<file path="config.mk">
export PLATFORM = sky130hd
export DESIGN_NAME = ssm_gen
export DESIGN_NICKNAME = d
export VERILOG_FILES = /design/src/rtl/ssm_pkg.sv /design/src/rtl/ssm_cfg_bank.sv /design/src/rtl/ssm_phase.sv /design/src/rtl/ssm_accum.sv /design/src/rtl/ssm_gen.sv
export SDC_FILE = /design/constraint.sdc
export NUM_CORES = 1
export LEC_CHECK = 0
export ABC_AREA = 1
export BUFFER_PORTS_ARGS = -buffer_cell sky130_fd_sc_hd__buf_2
export CORE_UTILIZATION = 35
export CTS_CLUSTER_SIZE = 28
export DETAILED_ROUTE_END_ITERATION = 8
export SYNTH_ARGS = -nofsm -noshare
export SYNTH_HDL_FRONTEND = slang
export SYNTH_SLANG_ARGS = --single-unit
</file>
<file path="constraint.sdc">
create_clock -name clk_ref -period 12 [get_ports clk_ref]
set_input_delay 3 -clock clk_ref [delete_from_list [all_inputs] [get_ports clk_ref]]
set_output_delay 3 -clock clk_ref [all_outputs]
set_load 0.1 [all_outputs]
</file>
<file path="src/rtl/ssm_pkg.sv">
package ssm_pkg;
  typedef enum logic {SLOPE_UP = 1'b0, SLOPE_DN = 1'b1} slope_e;
  typedef enum logic {SPREAD_CENTER = 1'b0, SPREAD_DOWN = 1'b1} spread_e;
endpackage

</file>
<file path="src/rtl/ssm_cfg_bank.sv">
module ssm_cfg_bank
  import ssm_pkg::*;
#(
  parameter int STEP_W = 16,
  parameter int PER_W  = 14
) (
  input  logic              clk,
  input  logic              rst_n,
  input  logic              we,
  input  logic              lock_sel,
  input  logic              pll_pd,
  input  logic [STEP_W-1:0] step_i,
  input  logic [PER_W-1:0]  per_i,
  input  spread_e           spread_i,
  output logic [STEP_W-1:0] step_o,
  output logic [PER_W-1:0]  per_o,
  output spread_e           spread_o
);
  logic accept;

  // with the lock set, only a powered-down PLL may have its profile changed
  assign accept = we && (!lock_sel || pll_pd);

  always_ff @(posedge clk or negedge rst_n) begin
    if (!rst_n) begin
      step_o   <= '0;
      per_o    <= '0;
      spread_o <= SPREAD_CENTER;
    end else if (accept) begin
      step_o   <= step_i;
      per_o    <= per_i;
      spread_o <= spread_i;
    end
  end

  assert_locked_hold_R6: assert property (@(posedge clk) disable iff (!rst_n)
    (we && lock_sel && !pll_pd) |=> ($stable(step_o) && $stable(per_o) && $stable(spread_o)));
endmodule

</file>
<file path="src/rtl/ssm_phase.sv">
module ssm_phase
  import ssm_pkg::*;
#(
  parameter int PER_W = 14
) (
  input  logic             clk,
  input  logic             rst_n,
  input  logic             run,
  input  logic [PER_W-1:0] per,
  input  spread_e          spread,
  output slope_e           slope,
  output logic             live
);
  localparam int CNT_W = PER_W + 2;

  logic [CNT_W-1:0] q1, q2, q3, last, cnt_q;

  assign q1   = {2'b00, per};
  assign q2   = q1 << 1;
  assign q3   = q1 + q2;
  assign last = (q1 << 2) - 1'b1;
  assign live = (per != '0);

  // position within one triangle period of 4 quarters
  always_ff @(posedge clk or negedge rst_n) begin
    if (!rst_n)                 cnt_q <= '0;
    else if (!run || !live)     cnt_q <= '0;
    else if (cnt_q >= last)     cnt_q <= '0;
    else                        cnt_q <= cnt_q + 1'b1;
  end

  always_comb begin
    if (spread == SPREAD_DOWN)
      slope = (cnt_q < q2) ? SLOPE_DN : SLOPE_UP;
    else
      slope = (cnt_q < q1 || cnt_q >= q3) ? SLOPE_UP : SLOPE_DN;
  end

  // the phase never leaves the programmed period
  assert_cnt_bound_R3: assert property (@(posedge clk) disable iff (!rst_n)
    (per != '0) |=> (cnt_q < ({2'b00, $past(per)} << 2)));
endmodule

</file>
<file path="src/rtl/ssm_accum.sv">
module ssm_accum
  import ssm_pkg::*;
#(
  parameter int ACC_W  = 32,
  parameter int STEP_W = 16
) (
  input  logic                    clk,
  input  logic                    rst_n,
  input  logic                    run,
  input  logic                    live,
  input  slope_e                  slope,
  input  logic [STEP_W-1:0]       step,
  output logic signed [ACC_W-1:0] acc_q
);
  logic signed [ACC_W-1:0] step_ext;

  assign step_ext = $signed({{(ACC_W-STEP_W){1'b0}}, step});

  always_ff @(posedge clk or negedge rst_n) begin
    if (!rst_n)              acc_q <= '0;
    else if (!run || !live)  acc_q <= '0;
    else if (slope == SLOPE_UP) acc_q <= acc_q + step_ext;
    else                     acc_q <= acc_q - step_ext;
  end

  assert_idle_zero_R4: assert property (@(posedge clk) disable iff (!rst_n)
    !run |=> (acc_q == '0));
endmodule

</file>
<file path="src/rtl/ssm_gen.sv">
module ssm_gen
  import ssm_pkg::*;
#(
  parameter int ACC_W  = 32,
  parameter int STEP_W = 16,
  parameter int PER_W  = 14
) (
  input  logic                    clk_ref,
  input  logic                    rst_n,
  input  logic                    cfg_we,
  input  logic                    cfg_lock,
  input  logic                    pll_pd,
  input  logic [STEP_W-1:0]       cfg_step,
  input  logic [PER_W-1:0]        cfg_period,
  input  logic                    cfg_down,
  input  logic                    mod_en,
  input  logic                    pll_active,
  output logic [STEP_W-1:0]       cur_step,
  output logic [PER_W-1:0]        cur_period,
  output logic                    cur_down,
  output logic signed [ACC_W-1:0] mod_offset
);
  logic    run, live;
  spread_e spread_q;
  slope_e  slope;

  assign run      = mod_en && pll_active;
  assign cur_down = (spread_q == SPREAD_DOWN);

  ssm_cfg_bank #(.STEP_W(STEP_W), .PER_W(PER_W)) u_cfg (
    .clk(clk_ref), .rst_n(rst_n), .we(cfg_we), .lock_sel(cfg_lock),
    .pll_pd(pll_pd), .step_i(cfg_step), .per_i(cfg_period),
    .spread_i(spread_e'(cfg_down)), .step_o(cur_step), .per_o(cur_period),
    .spread_o(spread_q)
  );

  ssm_phase #(.PER_W(PER_W)) u_phase (
    .clk(clk_ref), .rst_n(rst_n), .run(run), .per(cur_period),
    .spread(spread_q), .slope(slope), .live(live)
  );

  ssm_accum #(.ACC_W(ACC_W), .STEP_W(STEP_W)) u_acc (
    .clk(clk_ref), .rst_n(rst_n), .run(run), .live(live), .slope(slope),
    .step(cur_step), .acc_q(mod_offset)
  );

  // every running edge moves the offset by exactly one stored step
  assert_step_move_R2: assert property (@(posedge clk_ref) disable iff (!rst_n)
    ($past(rst_n) && $past(run) && ($past(cur_period) != '0)) |->
      ((mod_offset - $past(mod_offset)) == $signed({{(ACC_W-STEP_W){1'b0}}, $past(cur_step)}) ||
       ($past(mod_offset) - mod_offset) == $signed({{(ACC_W-STEP_W){1'b0}}, $past(cur_step)})));
endmodule

</file>
==> metrics.cfg <==
[status]
status = complete, no violations

[timing]
maxSlewViolCount = 0
setup_viol = 0
slew_headroom_pct = 41.85
worst_slew_pin_slew_ns = 0.8713
clock_skew_ns = 0.01268
hold_viol_final = 0
period_share_pct = 44.89
rsz0062_at_grt = no
totalNegativeSetupSlack_ns = 0
max_freq_mhz = 185.7
min_period_ns = 5.386

[clocking]
cts_tree = yes
cts_buffer_depth = 2
htreeDepth = 3
cts-resized-gates = 0
cts_setup_buffers = 0
clock-root-buffer = clkbuf_16
numCtsBuffers = 9
clkTransAtPathRegs_ns = 0.07
clkLatencyLatePin_ns = 0.36
ctsHoldBuffers = 0
cts_sinks = 79

[route]
dr.pass1.iters = 5
drt_iter0_drc = 389
vias_per_cell = 5.048
drc = 0
post_drt_wl_per_cell_um = 15.03
vias = 6900
drtAntennaViolNets = 0
finalWirelength_um = 20550

[power_and_ir_drop]
pwr-share-comb_pct = 54.6
leakage_nw = 4.596
switching_power_w = 0.0007107
intPower_w = 0.0006521
ir_drop_uv = 111.6
pwr-share-clk_pct = 20.7
seq_power_share_pct = 24.7
switching_share_pct = 52.15
power_w = 0.001363
p_per_area_mw_per_mm2 = 158.4

[floorplan]
initial_core_util_pct = 35.71
rows = 53
fp.dieH_um = 148.5
io-pin-count = 101
core_area_mm2 = 0.02102
fp.dieW_um = 148.5
fp.dieArea_mm2 = 0.02204

[worst_setup_path]
worstPathArrival_ns = 5.66
critPathMostFrequentCell = nand2_1
end_kind = register
path_class = register to register
cp.required_ns = 12.28
start_kind = register
cp_max_fo = 19
critPathSlowestCell = dfrtp_1
slowest_delay_ns = 0.46

[final_layout]
syn_to_final_growth_pct = 14.63
nFillCells = 2194
nets = 1248
final_util_pct = 40.94
drive_gt1_share_pct = 15.75
num_antenna_cells = 0

[yosys]
synth_ff_type = dfrtp_1
synthDominantCellAreaShare_pct = 26.33
synth_enable_flop_cells = 0
yosysUniqueCellTypes = 44
synth.avg_cell_area_um2 = 7.598
synth-async-reset-ratio_pct = 100.0
synthCells = 988
syn_area_mm2 = 0.007507
ys_seq_area_share_pct = 26.33
syn_nets = 1148
yosys.area.top_type = dfrtp_1
yosys-top-cells-area = dfrtp_1 (26%), ha_1 (20%), nand2_1 (8.8%), a21oi_1 (7.7%), nor2_1 (5.6%)
yosysWarnings = 0
ys_ff_latch = 79

[global_route]
grt_pass1_wl_um = 33700
overflow = 0
antenna_found_initial = 0
track_usage_pct = 19.45
grt_max_degree = 53
grt_pass1_vias = 6782

[placement]
hpwl_um = 16210
port_buffers = 100
routabilityCongestion = 0.9270

[job]
drv_cap = 0

[min_path]
min_path_type = register to register

[Yosys cell counts (2+ instances only)]
library cell and n:
nand2_1 175, ha_1 120, a21oi_1 116, nor2_1 112
inv_1 107, dfrtp_1 79, nand3_1 43, o21ai_0 38
xor2_1 38, xnor2_1 17, nor3_1 16, inv_2 12
nand4_1 11, mux2_2 10, a21o_1 8, o41ai_1 7
a31oi_1 6, buf_2 6, o21bai_1 6, clkbuf_1 5
nand2_2 5, nor4_1 5, nand3_2 4, nor2_2 4
nor3_2 4, o21a_1 4, o21ai_1 4, o21ai_2 4
nor3_4 3, a21oi_2 2, fa_1 2, nor4_4 2
o221ai_1 2
[registers in the layout, summed over array words and instances, names as in the netlist]
register / flops
u_acc.acc_q: 32
u_cfg.per_o: 14
u_phase.cnt_q: 16
u_cfg.spread_o: 1
u_cfg.step_o: 16
[power by group through the flow]
stage	clock network (W)	registers, W	logic, W
detailed placement	0	0.000342	0.000738
finish	0.000282	0.000337	0.000744
floorplan	0	0.000558	0.000365
global route	0.000300	0.000341	0.000817
CTS	0.000290	0.000337	0.000742
global placement	0	0.000341	0.000737
[per-layer routing]
metal	part of all wire (%)	track usage, %
met2	48	33.46
met4	1.2	4.691
met1	47	25.42
met5	0	0
met3	3.6	2.883
[per-stage QoR]
stage	instances	hold WS (ns)	setup WS, ns	area, um^2
floorplan	988	0.4428	6.755	7507
global placement	1352	0.4610	6.740	8317
detailed placement	1352	0.4623	6.640	8317
CTS	1367	0.4700	6.631	8606
global route	1367	0.5060	5.999	8606
finish	1367	0.4653	6.614	8606
[final timing paths]
path,startpoint,end,slack (ns),cells past startpoint
setup / recovery,u_cfg.per_o[2],u_acc.acc_q[18],6.61,29
max in group asynchronous,rst_n,u_phase.cnt_q[1],8.39,2
setup reg to reg,u_cfg.per_o[2],u_acc.acc_q[18],6.61,29
hold / removal,u_phase.cnt_q[0],u_phase.cnt_q[0],0.47,1
min in group asynchronous,rst_n,u_acc.acc_q[21],2.59,1
hold reg to reg,u_phase.cnt_q[0],u_phase.cnt_q[0],0.47,1
[cells in the final DEF, fill, tap and decap left out, drive strengths merged]
master | synthesis | routed
nand2 | 180 | 180
ha | 120 | 120
inv | 119 | 119
a21oi | 118 | 118
nor2 | 117 | 117
buf | 9 | 103
dfrtp | 79 | 79
nand3 | 47 | 47
o21ai | 46 | 46
xor2 | 38 | 38
nor3 | 23 | 23
xnor2 | 17 | 17
nand4 | 11 | 11
mux2 | 10 | 10
clkbuf | 5 | 10
a21o | 8 | 8
o41ai | 7 | 7
o21bai | 7 | 7
nor4 | 7 | 7
a31oi | 6 | 6
o21a | 4 | 4
clkinv | 0 | 3
o221ai | 2 | 2
fa | 2 | 2
nand3b | 1 | 1
and2 | 1 | 1
a31o | 1 | 1
o2111ai | 1 | 1
a211oi | 1 | 1
a21boi | 1 | 1
bufinv | 0 | 1
clkinvlp | 0 | 1
[layout make-up]
type	count	area (um^2)	area share [%]
well taps	275	344.1	3.998
multi-input cells	776	5024	58.37
flip-flops and latches	79	1977	22.97
inverters	119	446.7	5.190
clock buffers	10	229.0	2.661
clock inverters	5	60.06	0.6979
repair buffers	103	525.5	6.106
[critical path: cells and delay by family, from the launching register on]
family          cells  cell delay [ns]
compound gates      7             1.30
simple gates       14             1.56
xor+xnor            2             0.32
fa+ha+maj           3             1.08
buf+inv             3             0.56
flops               1             0.46
[cell families after synthesis]
group                      Yosys count  share of synthesized area (%)
buffers and inverters              133                          6.900
xor gates and xnor gates            55                          6.417
and+or+nand+nor                    387                          23.15
DFF                                 79                          26.33
adders and majority gates          122                          20.53
AOI/OAI and AO/OA                  202                          15.17
muxes                               10                          1.500
Power figures use the tool's default switching activity.
